`config.mk`:
```
export PLATFORM = sky130hd
export DESIGN_NAME = dram_ras_cas_seq
export DESIGN_NICKNAME = d
export VERILOG_FILES = /design/src/rtl/dram_seq_pkg.sv /design/src/rtl/dram_seq_arb.sv /design/src/rtl/dram_seq_timing.sv /design/src/rtl/dram_seq_core.sv /design/src/rtl/dram_ras_cas_seq.sv
export SDC_FILE = /design/constraint.sdc
export NUM_CORES = 1
export LEC_CHECK = 0
export ABC_AREA = 1
export BUFFER_PORTS_ARGS = -buffer_cell sky130_fd_sc_hd__buf_2
export CORE_MARGIN = 8
export CORE_UTILIZATION = 30
export CTS_BUF_LIST = sky130_fd_sc_hd__clkbuf_4 sky130_fd_sc_hd__clkbuf_8
export CTS_CLUSTER_DIAMETER = 150
export DETAILED_ROUTE_END_ITERATION = 12
export SLEW_MARGIN = 20
export SYNTH_ARGS = -nofsm -noshare
export SYNTH_HDL_FRONTEND = slang
export SYNTH_HIERARCHICAL = 1
export SYNTH_SLANG_ARGS = --single-unit
```
`constraint.sdc`:
```
create_clock -name clk_i -period 1.89 [get_ports clk_i]
set_input_delay 0.378 -clock clk_i [delete_from_list [all_inputs] [get_ports clk_i]]
set_output_delay 0.378 -clock clk_i [all_outputs]
set_load 0.02 [all_outputs]
```
`src/rtl/dram_seq_pkg.sv`:
```
package dram_seq_pkg;
  parameter int HALF_W = 3;

  typedef enum logic [1:0] {
    ST_IDLE,
    ST_ROW,
    ST_COL,
    ST_PRE
  } seq_state_e;

  typedef struct packed {
    logic [HALF_W-1:0] rcd_h;
    logic [HALF_W-1:0] cas_h;
    logic [HALF_W-1:0] rp_h;
    logic              refresh;
  } cyc_cfg_t;
endpackage

```
`src/rtl/dram_seq_arb.sv`:
```
module dram_seq_arb (
  input  logic access_req_i,
  input  logic refresh_req_i,
  output logic go_o,
  output logic pick_refresh_o
);
  assign go_o           = access_req_i | refresh_req_i;
  assign pick_refresh_o = refresh_req_i;  // refresh wins
endmodule

```
`src/rtl/dram_seq_timing.sv`:
```
module dram_seq_timing
  import dram_seq_pkg::*;
#(
  parameter int RCD_LONG_H  = 4,
  parameter int RCD_SHORT_H = 2,
  parameter int RP_LONG_H   = 4,
  parameter int RP_MID_H    = 3,
  parameter int RP_SHORT_H  = 2,
  parameter int CAS_BASE_H  = 2
) (
  input  logic       edo_i,
  input  logic       rcd_sel_i,
  input  logic [1:0] rp_sel_i,
  input  logic       refresh_i,
  output cyc_cfg_t   cfg_o
);
  localparam logic [1:0] RP_CODE_MID = 2'b01;
  localparam logic [1:0] RP_CODE_SHORT = 2'b10;

  logic rp_mid;
  logic [HALF_W-1:0] rp_base;

  assign rp_mid = (rp_sel_i == RP_CODE_MID);

  // reserved code falls through to the long setting
  always_comb begin
    if (rp_mid)                         rp_base = HALF_W'(RP_MID_H);
    else if (rp_sel_i == RP_CODE_SHORT) rp_base = HALF_W'(RP_SHORT_H);
    else                                rp_base = HALF_W'(RP_LONG_H);
  end

  always_comb begin
    cfg_o.refresh = refresh_i;
    // EDO with 1.5-clock precharge needs the long delay for column setup
    if ((edo_i && rp_mid) || !rcd_sel_i) cfg_o.rcd_h = HALF_W'(RCD_LONG_H);
    else                                 cfg_o.rcd_h = HALF_W'(RCD_SHORT_H);
    cfg_o.cas_h = HALF_W'(CAS_BASE_H) + HALF_W'(rp_mid);
    cfg_o.rp_h  = rp_base + HALF_W'(refresh_i && !edo_i && !rp_mid);
  end
endmodule

```
`src/rtl/dram_seq_core.sv`:
```
module dram_seq_core
  import dram_seq_pkg::*;
(
  input  logic     clk_i,
  input  logic     rst_ni,
  input  logic     go_i,
  input  cyc_cfg_t cfg_i,
  output logic     ras_n_o,
  output logic     cas_n_o,
  output logic     col_sel_o,
  output logic     done_o
);
  localparam logic [HALF_W-1:0] ONE = HALF_W'(1);

  seq_state_e        state_q;
  cyc_cfg_t          cyc_q;
  logic [HALF_W-1:0] cnt_q;
  logic              ras_n_q, cas_n_q, col_q, done_q;

  always_ff @(posedge clk_i or negedge rst_ni) begin
    if (!rst_ni) begin
      state_q <= ST_IDLE;
      cyc_q   <= '0;
      cnt_q   <= '0;
      ras_n_q <= 1'b1;
      cas_n_q <= 1'b1;
      col_q   <= 1'b0;
      done_q  <= 1'b0;
    end else begin
      done_q <= 1'b0;
      unique case (state_q)
        ST_IDLE: begin
          if (go_i) begin
            state_q <= ST_ROW;
            ras_n_q <= 1'b0;
            cyc_q   <= cfg_i;
            cnt_q   <= cfg_i.rcd_h - ONE;
          end
        end
        ST_ROW: begin
          if (cnt_q == '0) begin
            state_q <= ST_COL;
            cas_n_q <= cyc_q.refresh;
            cnt_q   <= cyc_q.cas_h - ONE;
          end else begin
            cnt_q <= cnt_q - ONE;
            if (cnt_q == ONE && !cyc_q.refresh) col_q <= 1'b1;
          end
        end
        ST_COL: begin
          if (cnt_q == '0) begin
            state_q <= ST_PRE;
            ras_n_q <= 1'b1;
            cas_n_q <= 1'b1;
            col_q   <= 1'b0;
            cnt_q   <= cyc_q.rp_h - ONE;
          end else begin
            cnt_q <= cnt_q - ONE;
          end
        end
        ST_PRE: begin
          if (cnt_q == '0) begin
            done_q <= 1'b1;
            if (go_i) begin
              state_q <= ST_ROW;
              ras_n_q <= 1'b0;
              cyc_q   <= cfg_i;
              cnt_q   <= cfg_i.rcd_h - ONE;
            end else begin
              state_q <= ST_IDLE;
            end
          end else begin
            cnt_q <= cnt_q - ONE;
          end
        end
        default: state_q <= ST_IDLE;
      endcase
    end
  end

  assign ras_n_o   = ras_n_q;
  assign cas_n_o   = cas_n_q;
  assign col_sel_o = col_q;
  assign done_o    = done_q;

  AST_CAS_INSIDE_RAS: assert property (@(posedge clk_i) disable iff (!rst_ni)
    !cas_n_q |-> !ras_n_q);
  AST_STROBES_RISE_TOGETHER: assert property (@(posedge clk_i) disable iff (!rst_ni)
    $rose(ras_n_q) |-> cas_n_q);
  AST_REFRESH_NO_CAS: assert property (@(posedge clk_i) disable iff (!rst_ni)
    (state_q != ST_IDLE && cyc_q.refresh) |-> (cas_n_q && !col_q));
  AST_COL_LEADS_CAS: assert property (@(posedge clk_i) disable iff (!rst_ni)
    $fell(cas_n_q) |-> ($past(col_q) && col_q));
  AST_DONE_ONE_TICK: assert property (@(posedge clk_i) disable iff (!rst_ni)
    done_q |=> !done_q);
  AST_DONE_AFTER_PRE: assert property (@(posedge clk_i) disable iff (!rst_ni)
    done_q |-> $past(ras_n_q));
endmodule

```
`src/rtl/dram_ras_cas_seq.sv`:
```
module dram_ras_cas_seq
  import dram_seq_pkg::*;
(
  input  logic       clk_i,
  input  logic       rst_ni,
  input  logic       access_req_i,
  input  logic       refresh_req_i,
  input  logic       edo_i,
  input  logic       rcd_sel_i,
  input  logic [1:0] rp_sel_i,
  output logic       ras_n_o,
  output logic       cas_n_o,
  output logic       col_sel_o,
  output logic       done_o
);
  logic     go, pick_refresh;
  cyc_cfg_t cfg;

  dram_seq_arb u_arb (
    .access_req_i  (access_req_i),
    .refresh_req_i (refresh_req_i),
    .go_o          (go),
    .pick_refresh_o(pick_refresh)
  );

  dram_seq_timing u_timing (
    .edo_i    (edo_i),
    .rcd_sel_i(rcd_sel_i),
    .rp_sel_i (rp_sel_i),
    .refresh_i(pick_refresh),
    .cfg_o    (cfg)
  );

  dram_seq_core u_core (
    .clk_i    (clk_i),
    .rst_ni   (rst_ni),
    .go_i     (go),
    .cfg_i    (cfg),
    .ras_n_o  (ras_n_o),
    .cas_n_o  (cas_n_o),
    .col_sel_o(col_sel_o),
    .done_o   (done_o)
  );
endmodule

```
==> results of run 1 <==
worst register-to-register path: stages (launching register included):
cell and delay (ns):
dfrtp_1 0.38, inv_1 0.09, ha_1 0.22, inv_1 0.09
nor2_2 0.06, o21ai_2 0.56, nor2_1 0.10, a21oi_1 0.14
sequential cells by signal (all words and copies together) (netlist names):
signal            flops
u_core/ras_n_o        1
u_core/cnt_q          3
u_core/done_o         1
u_core/state_q        2
u_core/col_sel_o      1
u_core/cas_n_o        1
u_core/cyc_q          7
worst paths after layout:
path / start / end
max in group asynchronous: rst_ni / u_core/cas_n_o
worst min register to register: u_core/col_sel_o / u_core/col_sel_o
worst min-delay path: rst_ni / u_core/col_sel_o
min in group clk_i: refresh_req_i / u_core/cyc_q[0]
worst max register to register: u_core/cnt_q[0] / u_core/cyc_q[4]
worst max-delay path: u_core/cnt_q[0] / u_core/cyc_q[4]
stage by stage:
step	power [mW]	std cells	utilization	setup WS, ns	hold WS (ns)
global placement	1.86	216	0.323	0.188	0.323
detailed placement	1.88	216	0.323	0.183	0.321
CTS	2.19	220	0.337	0.170	0.0476
floorplan	1.62	161	-	0.416	0.0824
global route	2.42	220	0.337	0.00512	0.0634
finish	2.16	220	0.337	0.175	0.0296
metal layers:
| metal | track usage | share of wire |
|---|---|---|
| met1 | 0.106 | 0.51 |
| met3 | 0.0192 | 0.044 |
| met4 | 0.0389 | 0.020 |
| met5 | 0 | 0 |
| met2 | 0.119 | 0.42 |
cell families after synthesis:
logic type,share of synthesized area
adder cells (fa/ha/maj),0.127
flip-flops,0.341
XOR/XNOR,0.00742
AO/OA/AOI/OAI,0.139
other,0.00636
buffers and inverters,0.156
AND/OR/NAND/NOR,0.224
cell usage in the layout, fill, tap and decap left out, types with 3 or more instances in the layout:
cell type	instances
a21oi_1	9
a21oi_2	5
buf_2	11
clkbuf_8	4
conb_1	3
dfrtp_1	14
ha_1	12
inv_1	30
nand2_1	34
nand3_1	11
nor2_1	10
nor2_2	4
o21ai_0	9
timing repair:
item | CTS | global route
hold endpoints to repair | 0 | 0
setup endpoints to repair | 0 | 2
resized for setup | 0 | 1
cell type report:
type                    instances  area (um^2)
clock buffers                   4         55.1
well taps                      50         62.6
flip-flops and latches         16          403
fillers                       420         2580
repair buffers                 13         70.1
multi-input cells             105          598
inverters                      32          120
report_power, final:
part           internal [mW]  switching, mW
Sequential             0.528         0.0931
Clock                  0.185          0.120
Combinational          0.446          0.792
Total                   1.16           1.00
==> run_results.csv, run 1 <==
group,metric,value,unit
synth,synth_seq_cells,16,
worst_setup_path,crit_path_start_kind,"flop",
floorplan,fp.dieH,78.7,um
sta,slew_headroom,0.534,
worst_setup_path,crit_cells,7,
synth,synth_area_leaders,"dfrtp_1 (30%), ha_1 (13%), nand2_1 (11%), inv_1 (9.9%), nand3_1 (4.7%)",
synth,yosysWarnings,6,
placement,place_hpwl,1.83,mm
clock_tree,clockBufferDepth,2,
worst_setup_path,critPathKind,"reg -> reg",
floorplan,core_area,3880,um^2
synth,synthTopCellsByCount,"nand2_1 (34), inv_1 (31), dfrtp_1 (14), ha_1 (12), nand3_1 (11)",
grt,track_usage,0.0802,
synth,synth_edf_count,0,
detailed_routing,drc,0,
floorplan,die_area,6200,um^2
clock_tree,h-tree-depth,1,
worst_setup_path,max_stage_delay,0.56,ns
clock_tree,cts_setup_buffers,0,
synth,synth.most_common_cell,"nand2_1",
worst_setup_path,critPathArrivalTime,1.89,ns
sta,report.final.slew_viol_count,0,
detailed_routing,drt-initial-drc-count,80,
synth,synth_top_area_frac,0.297,
sta,rsz0062_at_grt,"false",
synth,syn_area,1180,um^2
detailed_routing,via_count,938,
grt,grt_pass1_vias,909,
final_layout,drive_gt1_frac,0.194,
grt,antenna_found_initial,0,
sta,setup-tns-final,0,ns
grt,overflow,0,
placement,placed_area,1250,um^2
grt,grt_max_degree,17,
worst_setup_path,worst-path-buf-inv,2,
worst_setup_path,cpMostUsedCell,"inv_1",
synth,avgSynthCellArea,7.38,um^2
clock_tree,path_clk_slew,0.07,ns
detailed_routing,viasPerCell,4.26,
worst_setup_path,r2r_cells,7,
clock_tree,clkLatencyLatePin,0.25,ns
placement,portBuffers,11,
worst_setup_path,path_cells,"inv_1, ha_1, inv_1, nor2_2, o21ai_2, nor2_1, a21oi_1",
sta,fmaxAchievable,583,MHz
status,status,"finished, final reports clean",
placement,gp_congestion,0.817,
clock_tree,cts_buffers,3,
synth,ys_types,22,
final_layout,syn2layout_area_growth,10.8,%
synth,synth_ff_type,"dfrtp_1",
sta,period_share,0.907,
sta,hold_viol_final,0,
sta,period_needed,1.71,ns
detailed_routing,wl_per_cell,10.4,um
synth,synth_cells,160,
clock_tree,hold_buffers,0,
sta,finClkSkew,0.00588,ns
worst_setup_path,crit_family,"compound AO/OA/AOI/OAI gates",
floorplan,num_rows,23,
final_layout,final_area,1310,um^2
power,peakVddDrop,378,uV
worst_hold_path,hold_path.class,"in -> async",
flow_run,cap_violations,0,
worst_setup_path,worstPathMaxFanout,14,
sta,finalSetupViolCount,0,
floorplan,io_pins,12,
synth,yosys.area.top_type,"dfrtp_1",
floorplan,start_util,0.304,
worst_setup_path,cpMaxStageDelayCell,"o21ai_2",
power,p_leak,0.703,nW
detailed_routing,wl,2.28,mm
clock_tree,cts_root_buffer,"clkbuf_8",
clock_tree,cts_sinks,16,
final_layout,diodes,0,
final_layout,nNetsFinal,191,
floorplan,fp.dieW,78.7,um
detailed_routing,drt_pass1_iterations,3,
sta,tightestPinTransition,0.698,ns
detailed_routing,drtAntennaViolNets,0,
grt,grt_pass1_wl,4.03,mm
clock_tree,cts_tree,"done",
synth,synth-async-reset-ratio,1.00,
worst_setup_path,required,2.06,ns
synth,ys_seq_area_frac,0.341,
worst_setup_path,rrSetupSlack,0.18,ns
power,power_density,1650,nW/um^2
worst_setup_path,endpoint_kind,"flop",
No activity file was read; power rests on OpenSTA's default activity.
==> inputs of run 2 (changes only) <==
- CORE_UTILIZATION: 30 -> 60
- PLACE_DENSITY: not set -> 0.81
==> run 2 against run 1 <==
  * Cell count fell by 11%
  * Wire length rose by 4.3%
  * Via count rose by 6.8%
  * First-iteration DRC count fell by 53%
  * Largest power group unchanged
  * Largest cell class unchanged
==> run_results.csv, run 2 (same netlist as run 1, synthesis figures left out) <==
group,metric,value,unit
sta,report.final.slew_viol_count,0,
detailed_routing,wl_per_cell,12.1,um
clock_tree,clkLatencyLatePin,0.29,ns
worst_setup_path,max_stage_delay,0.56,ns
final_layout,largest_reg_flops,7,
worst_setup_path,worstPathMaxFanout,14,
clock_tree,cts_root_buffer,"clkbuf_4",
worst_setup_path,worst-path-buf-inv,2,
power,power_density,1690,nW/um^2
status,status,"finished, final reports clean",
sta,slew_headroom,0.532,
worst_setup_path,crit_path_start_kind,"flop",
sta,tightestPinTransition,0.702,ns
final_layout,final.fill_count,169,
clock_tree,cts_buffers,3,
placement,place_hpwl,1.83,mm
clock_tree,cts_sinks,16,
worst_setup_path,critPathKind,"reg -> reg",
detailed_routing,viasPerCell,5.11,
power,power.share.sequential,0.296,
floorplan,start_util,0.621,
sta,fmaxAchievable,570,MHz
clock_tree,h-tree-depth,1,
worst_setup_path,endpoint_kind,"flop",
grt,grt_max_degree,17,
final_layout,drive_gt1_frac,0.183,
power,p_leak,0.690,nW
detailed_routing,wl,2.38,mm
final_layout,diodes,0,
clock_tree,cts_setup_buffers,0,
sta,worst_hold_slack,0.365,ns
final_layout,largestRegisters,"u_core/cyc_q: 7 flops, u_core/cnt_q: 3 flops, u_core/state_q: 2 flops",
detailed_routing,via_count,1002,
clock_tree,path_clk_slew,0.10,ns
detailed_routing,drc,0,
final_layout,seq_area,403,um^2
worst_setup_path,cpMaxStageDelayCell,"o21ai_2",
final_layout,syn2layout_area_growth,6.36,%
worst_setup_path,cpMostUsedCell,"inv_1",
power,p_clk_frac,0.107,
worst_setup_path,required,2.12,ns
power,p_sw,1.04,mW
final_layout,regMostFlops,"u_core/cyc_q",
flow_run,cap_violations,0,
worst_hold_path,hold_path.class,"in -> reg",
worst_setup_path,critPathArrivalTime,1.98,ns
final_layout,multi_input_area,598,um^2
floorplan,num_rows,16,
power,peakVddDrop,794,uV
clock_tree,cts_tree,"done",
grt,grt_pass1_vias,995,
power,intPower,1.09,mW
detailed_routing,drt-initial-drc-count,38,
power,p_sw_frac,0.488,
floorplan,fp.dieW,60.4,um
sta,rsz0062_at_grt,"false",
placement,portBuffers,11,
sta,finClkSkew,0.0116,ns
grt,track_usage,0.147,
sta,setup-tns-final,0,ns
worst_setup_path,crit_family,"compound AO/OA/AOI/OAI gates",
sta,period_share,0.928,
sta,hold_viol_final,0,
power,p_comb_frac,0.598,
floorplan,die_area,3640,um^2
detailed_routing,drtAntennaViolNets,0,
placement,gp_congestion,0.947,
final_layout,final_cell_mix,"nand2_1 (34), inv_1 (30), dfrtp_1 (14)",
floorplan,io_pins,12,
grt,overflow,0,
sta,period_needed,1.75,ns
floorplan,fp.dieH,60.4,um
final_layout,layout_commonest_cell,"nand2_1",
clock_tree,clockBufferDepth,2,
final_layout,nNetsFinal,190,
sta,finalSetupViolCount,0,
grt,antenna_found_initial,0,
floorplan,core_area,1900,um^2
grt,grt_pass1_wl,4.06,mm
power,power,2.12,mW
detailed_routing,drt_pass1_iterations,4,
worst_setup_path,path_cells,"inv_1, ha_1, inv_1, nor2_2, o21ai_2, nor2_1, a21oi_2",
## run 2: cell count changes in the layout (fill, tap and decap cells not counted), sizes merged
cell / before / now
buf: 13 / 11
dlygate4sd3: 0 / 1
## run 2: layout make-up
type / instances / area share
clock buffers: 4 / 0.0289
inverters: 32 / 0.0956
multi-input cells: 105 / 0.476
flip-flops and latches: 16 / 0.321
well taps: 27 / 0.0269
repair buffers: 12 / 0.0518
## run 2: worst paths after layout
kind,cells past startpoint,slack (ns),to,start
worst max-delay path,7,0.14,u_core/cyc_q[1],u_core/cnt_q[1]
worst min-delay path,3,0.37,u_core/cyc_q[0],refresh_req_i
worst max register to register,7,0.14,u_core/cyc_q[1],u_core/cnt_q[1]
worst min register to register,2,0.49,u_core/col_sel_o,u_core/col_sel_o
max in group asynchronous,2,1.07,u_core/ras_n_o,rst_ni
min in group asynchronous,2,0.52,u_core/cyc_q[5],rst_ni
## run 2: stage by stage
step / instances / instance area [um^2] / setup WS, ns / utilization
after floorplan: 161 / 1180 / 0.416 / -
after global placement: 191 / 1210 / 0.209 / 0.636
after detailed placement: 191 / 1210 / 0.147 / 0.636
after CTS: 196 / 1260 / 0.158 / 0.661
after global routing: 196 / 1260 / 0.00412 / 0.661
final: 196 / 1260 / 0.136 / 0.661
## run 2: timing repair
action	CTS	global route
hold buffers	1	0
setup endpoints to repair	0	2
hold endpoints to repair	7	0
gates resized for setup	0	1
## run 2: worst reg2reg max path, cell delays in order (launching register included)
cell and delay (ns):
dfrtp_1 0.40, inv_1 0.11, ha_1 0.23, inv_1 0.11, nor2_2 0.07, o21ai_2 0.56
nor2_1 0.12, a21oi_2 0.12
## run 2: power by group through the flow
stage | Clock (mW) | Sequential (mW) | Combinational, mW
final | 0.227 | 0.627 | 1.27
after global placement | 0 | 0.620 | 1.18
after floorplan | 0 | 0.654 | 0.963
after CTS | 0.234 | 0.622 | 1.25
after global routing | 0.254 | 0.645 | 1.44
after detailed placement | 0 | 0.631 | 1.24
## run 2: layer usage
layer  GRT usage  routed length, um  up-vias  part of all wire
li1            -                  -      507                 -
met3      0.0360                144       10             0.061
met4      0.0952                 67        0             0.028
met1       0.164               1030      438              0.43
met5           0                  0        -                 0
met2       0.245               1130       47              0.48
==> inputs of run 3 (changes only) <==
- ABC_AREA: 1 -> not set
- PLACE_DENSITY: 0.81 -> 0.9
==> run 3 against run 2 <==
  * Register-to-register slack got worse by 0.05 ns
  * Global-route usage decreased by 1.9 points
  * Sequential share of layout area increased by 1.5 points
  * Combinational power fell by 3%
  * Fmax is 3.0% lower
  * Utilization up 2.6 points
  * First-iteration DRC count shrank 37%
  * Synthesized area decreased by 5.7%
  * Hold slack got worse by 0.012 ns
  * Clock power shrank 11%
  * Die area decreased by 4.2%
  * Count of clock-buffer cells in the layout unchanged
  * Critical endpoint is now u_core/state_q[0]
==> run_results.csv, run 3 <==
group,metric,value,unit
synth,syn_area,1110,um^2
synth,synthTopCellsByCount,"inv_1 (16), dfrtp_1 (14), ha_1 (12), nand2_1 (10), mux2_2 (8)",
placement,dp_cells,149,
worst_setup_path,worstSetupStartpoint,"u_core/state_q[0]",
final_layout,fin_cells,154,
detailed_routing,met2_length,995,um
synth,yosysWarnings,6,
clock_tree,clkLatencyLatePin,0.28,ns
worst_setup_path,required,2.05,ns
placement,portBuffers,11,
worst_setup_path,critPathArrivalTime,1.97,ns
floorplan,fp.dieH,59.1,um
sta,period_needed,1.81,ns
worst_setup_path,cpMaxStageDelayCell,"dfrtp_1",
sta,finalSetupViolCount,0,
worst_setup_path,critPathKind,"reg -> reg",
sta,worst_hold_slack,0.353,ns
detailed_routing,viasPerCell,5.44,
grt,grt_pass1_vias,802,
power,power_density,1740,nW/um^2
status,status,"finished, final reports clean",
clock_tree,h-tree-depth,1,
grt,antenna_found_initial,0,
synth,synth_cells,119,
worst_setup_path,r2r-start,"u_core/state_q[0]",
floorplan,fp.dieW,59.1,um
detailed_routing,via_count,837,
floorplan,num_rows,15,
detailed_routing,wl_per_cell,13.3,um
floorplan,core_area,1750,um^2
final_layout,largestRegisters,"u_core/cyc_q: 7 flops, u_core/cnt_q: 3 flops, u_core/state_q: 2 flops",
floorplan,start_util,0.638,
grt,grt_pass1_wl,3.49,mm
synth,synth_edf_count,0,
worst_setup_path,worst-path-buf-inv,1,
placement,gp_congestion,0.914,
final_layout,drive_gt1_frac,0.256,
synth,synth_area_leaders,"dfrtp_1 (31%), ha_1 (13%), mux2_2 (8.1%), inv_1 (5.4%), dfstp_2 (4.7%)",
sta,rsz0062_at_grt,"false",
synth,synth_ff_type,"dfrtp_1",
worst_setup_path,worstPathMaxFanout,5,
worst_setup_path,endpoint_kind,"flop",
clock_tree,cts_tree,"done",
flow_run,cap_violations,0,
synth,avgSynthCellArea,9.36,um^2
clock_tree,cts_setup_buffers,0,
detailed_routing,wl_met3,113,um
worst_setup_path,crit_path_start_kind,"flop",
clock_tree,clockBufferDepth,2,
synth,synth_seq_cells,16,
detailed_routing,drt_pass1_iterations,4,
sta,setup-tns-final,0,ns
final_layout,regMostFlops,"u_core/cyc_q",
worst_hold_path,hold_path.startpoint,"refresh_req_i",
final_layout,diodes,0,
worst_setup_path,path_cells,"inv_1, ha_1, nor3_2, nor2_2, a21o_1, a221o_1",
final_layout,final_cell_mix,"inv_1 (16), dfrtp_1 (14), ha_1 (12)",
grt,overflow,0,
sta,finClkSkew,0.00722,ns
sta,period_share,0.957,
clock_tree,cts_sinks,16,
detailed_routing,top_layer,"met4",
detailed_routing,drt-initial-drc-count,24,
final_layout,largest_reg_flops,7,
worst_setup_path,max_stage_delay,0.42,ns
sta,fmaxAchievable,553,MHz
grt,track_usage,0.128,
placement,place_hpwl,1.53,mm
synth,yosys.area.top_type,"dfrtp_1",
detailed_routing,drc,0,
final_layout,nNetsFinal,150,
synth,synth_top_area_frac,0.315,
power,peakVddDrop,1040,uV
synth,synth-async-reset-ratio,1.00,
floorplan,io_pins,12,
final_layout,syn2layout_area_growth,7.64,%
sta,report.final.slew_viol_count,0,
power,p_leak,0.600,nW
clock_tree,cts_root_buffer,"clkbuf_4",
floorplan,die_area,3490,um^2
detailed_routing,wl,2.05,mm
synth,synth.most_common_cell,"inv_1",
grt,grt_max_degree,17,
clock_tree,path_clk_slew,0.10,ns
detailed_routing,met1Wirelength,905,um
synth,ys_seq_area_frac,0.362,
worst_hold_path,hold_path.class,"in -> reg",
clock_tree,cts_buffers,3,
worst_setup_path,crit_family,"compound AO/OA/AOI/OAI gates",
synth,ys_types,35,
sta,hold_viol_final,0,
detailed_routing,drtAntennaViolNets,0,
final_layout,layout_commonest_cell,"inv_1",
run 3: changes by cell type after synthesis, sizes merged, moves of 3 or more:
cell / delta
o22ai: +3
a21oi: -9
nand2: -25
xnor2: +3
inv: -15
nor2: -9
mux2: +8
nand3: -9
run 3: timing repair:
action / CTS / global route
hold buffers: 1 / 0
gates resized for setup: 0 / 1
endpoints found under the hold margin: 8 / 0
setup endpoints to repair: 0 / 4
run 3: worst reg2reg max path, delay by kind of cell, from the launching register on:
kind | cells | cell delay, ns
AO/OA/AOI/OAI | 2 | 0.54
AND/OR/NAND/NOR | 2 | 0.36
buffers and inverters | 1 | 0.11
flip-flops | 1 | 0.42
adder cells (fa/ha/maj) | 1 | 0.26
run 3: path summary, 6_finish.rpt:
| path | endpoint | slack [ns] | cells past startpoint |
|---|---|---|---|
| max | u_core/state_q[0] | 0.08 | 6 |
| min | u_core/cyc_q[0] | 0.35 | 2 |
| max reg2reg | u_core/state_q[0] | 0.08 | 6 |
| min reg2reg | u_core/ras_n_o | 0.47 | 2 |
| max in group asynchronous | u_core/ras_n_o | 1.06 | 2 |
| min in group asynchronous | u_core/col_sel_o | 0.52 | 2 |
run 3: power breakdown:
group	total (mW)	leakage (nW)	switching, mW	internal, mW
clock network	0.201	0.0184	0.105	0.0961
registers	0.654	0.187	0.127	0.526
logic	1.23	0.394	0.666	0.560
run 3: logic make-up after synthesis:
| family | Yosys count | synth area share |
|---|---|---|
| AO/OA/AOI/OAI | 24 | 0.146 |
| AND/OR/NAND/NOR | 28 | 0.130 |
| XOR/XNOR | 3 | 0.0236 |
| flip-flops | 16 | 0.362 |
| buffers and inverters | 25 | 0.107 |
| multiplexers | 9 | 0.0899 |
| other | 2 | 0.00674 |
| adder cells (fa/ha/maj) | 12 | 0.135 |
run 3: stage by stage:
step | power (mW) | worst slack, ns | util | area (um^2)
after floorplan | 1.58 | 0.232 | - | 1120
after global placement | 1.79 | 0.137 | 0.662 | 1160
after detailed placement | 1.84 | 0.0951 | 0.662 | 1160
after CTS | 2.06 | 0.0866 | 0.685 | 1200
after global routing | 2.26 | 0.000331 | 0.687 | 1200
final | 2.08 | 0.0817 | 0.687 | 1200
run 3: layout make-up:
cell class | count | area, um^2
clock buffers | 4 | 30.0
well taps | 25 | 31.3
flip-flops and latches | 16 | 403
repair buffers | 13 | 72.6
multi-input cells | 79 | 598
fillers | 139 | 547
inverters | 17 | 63.8
run 3: routing by layer:
metal / up-vias / global-route usage
met2: 25 / 0.227
li1: 409 / -
met1: 399 / 0.143
met5: - / 0
met3: 4 / 0.0325
met4: 0 / 0.0478
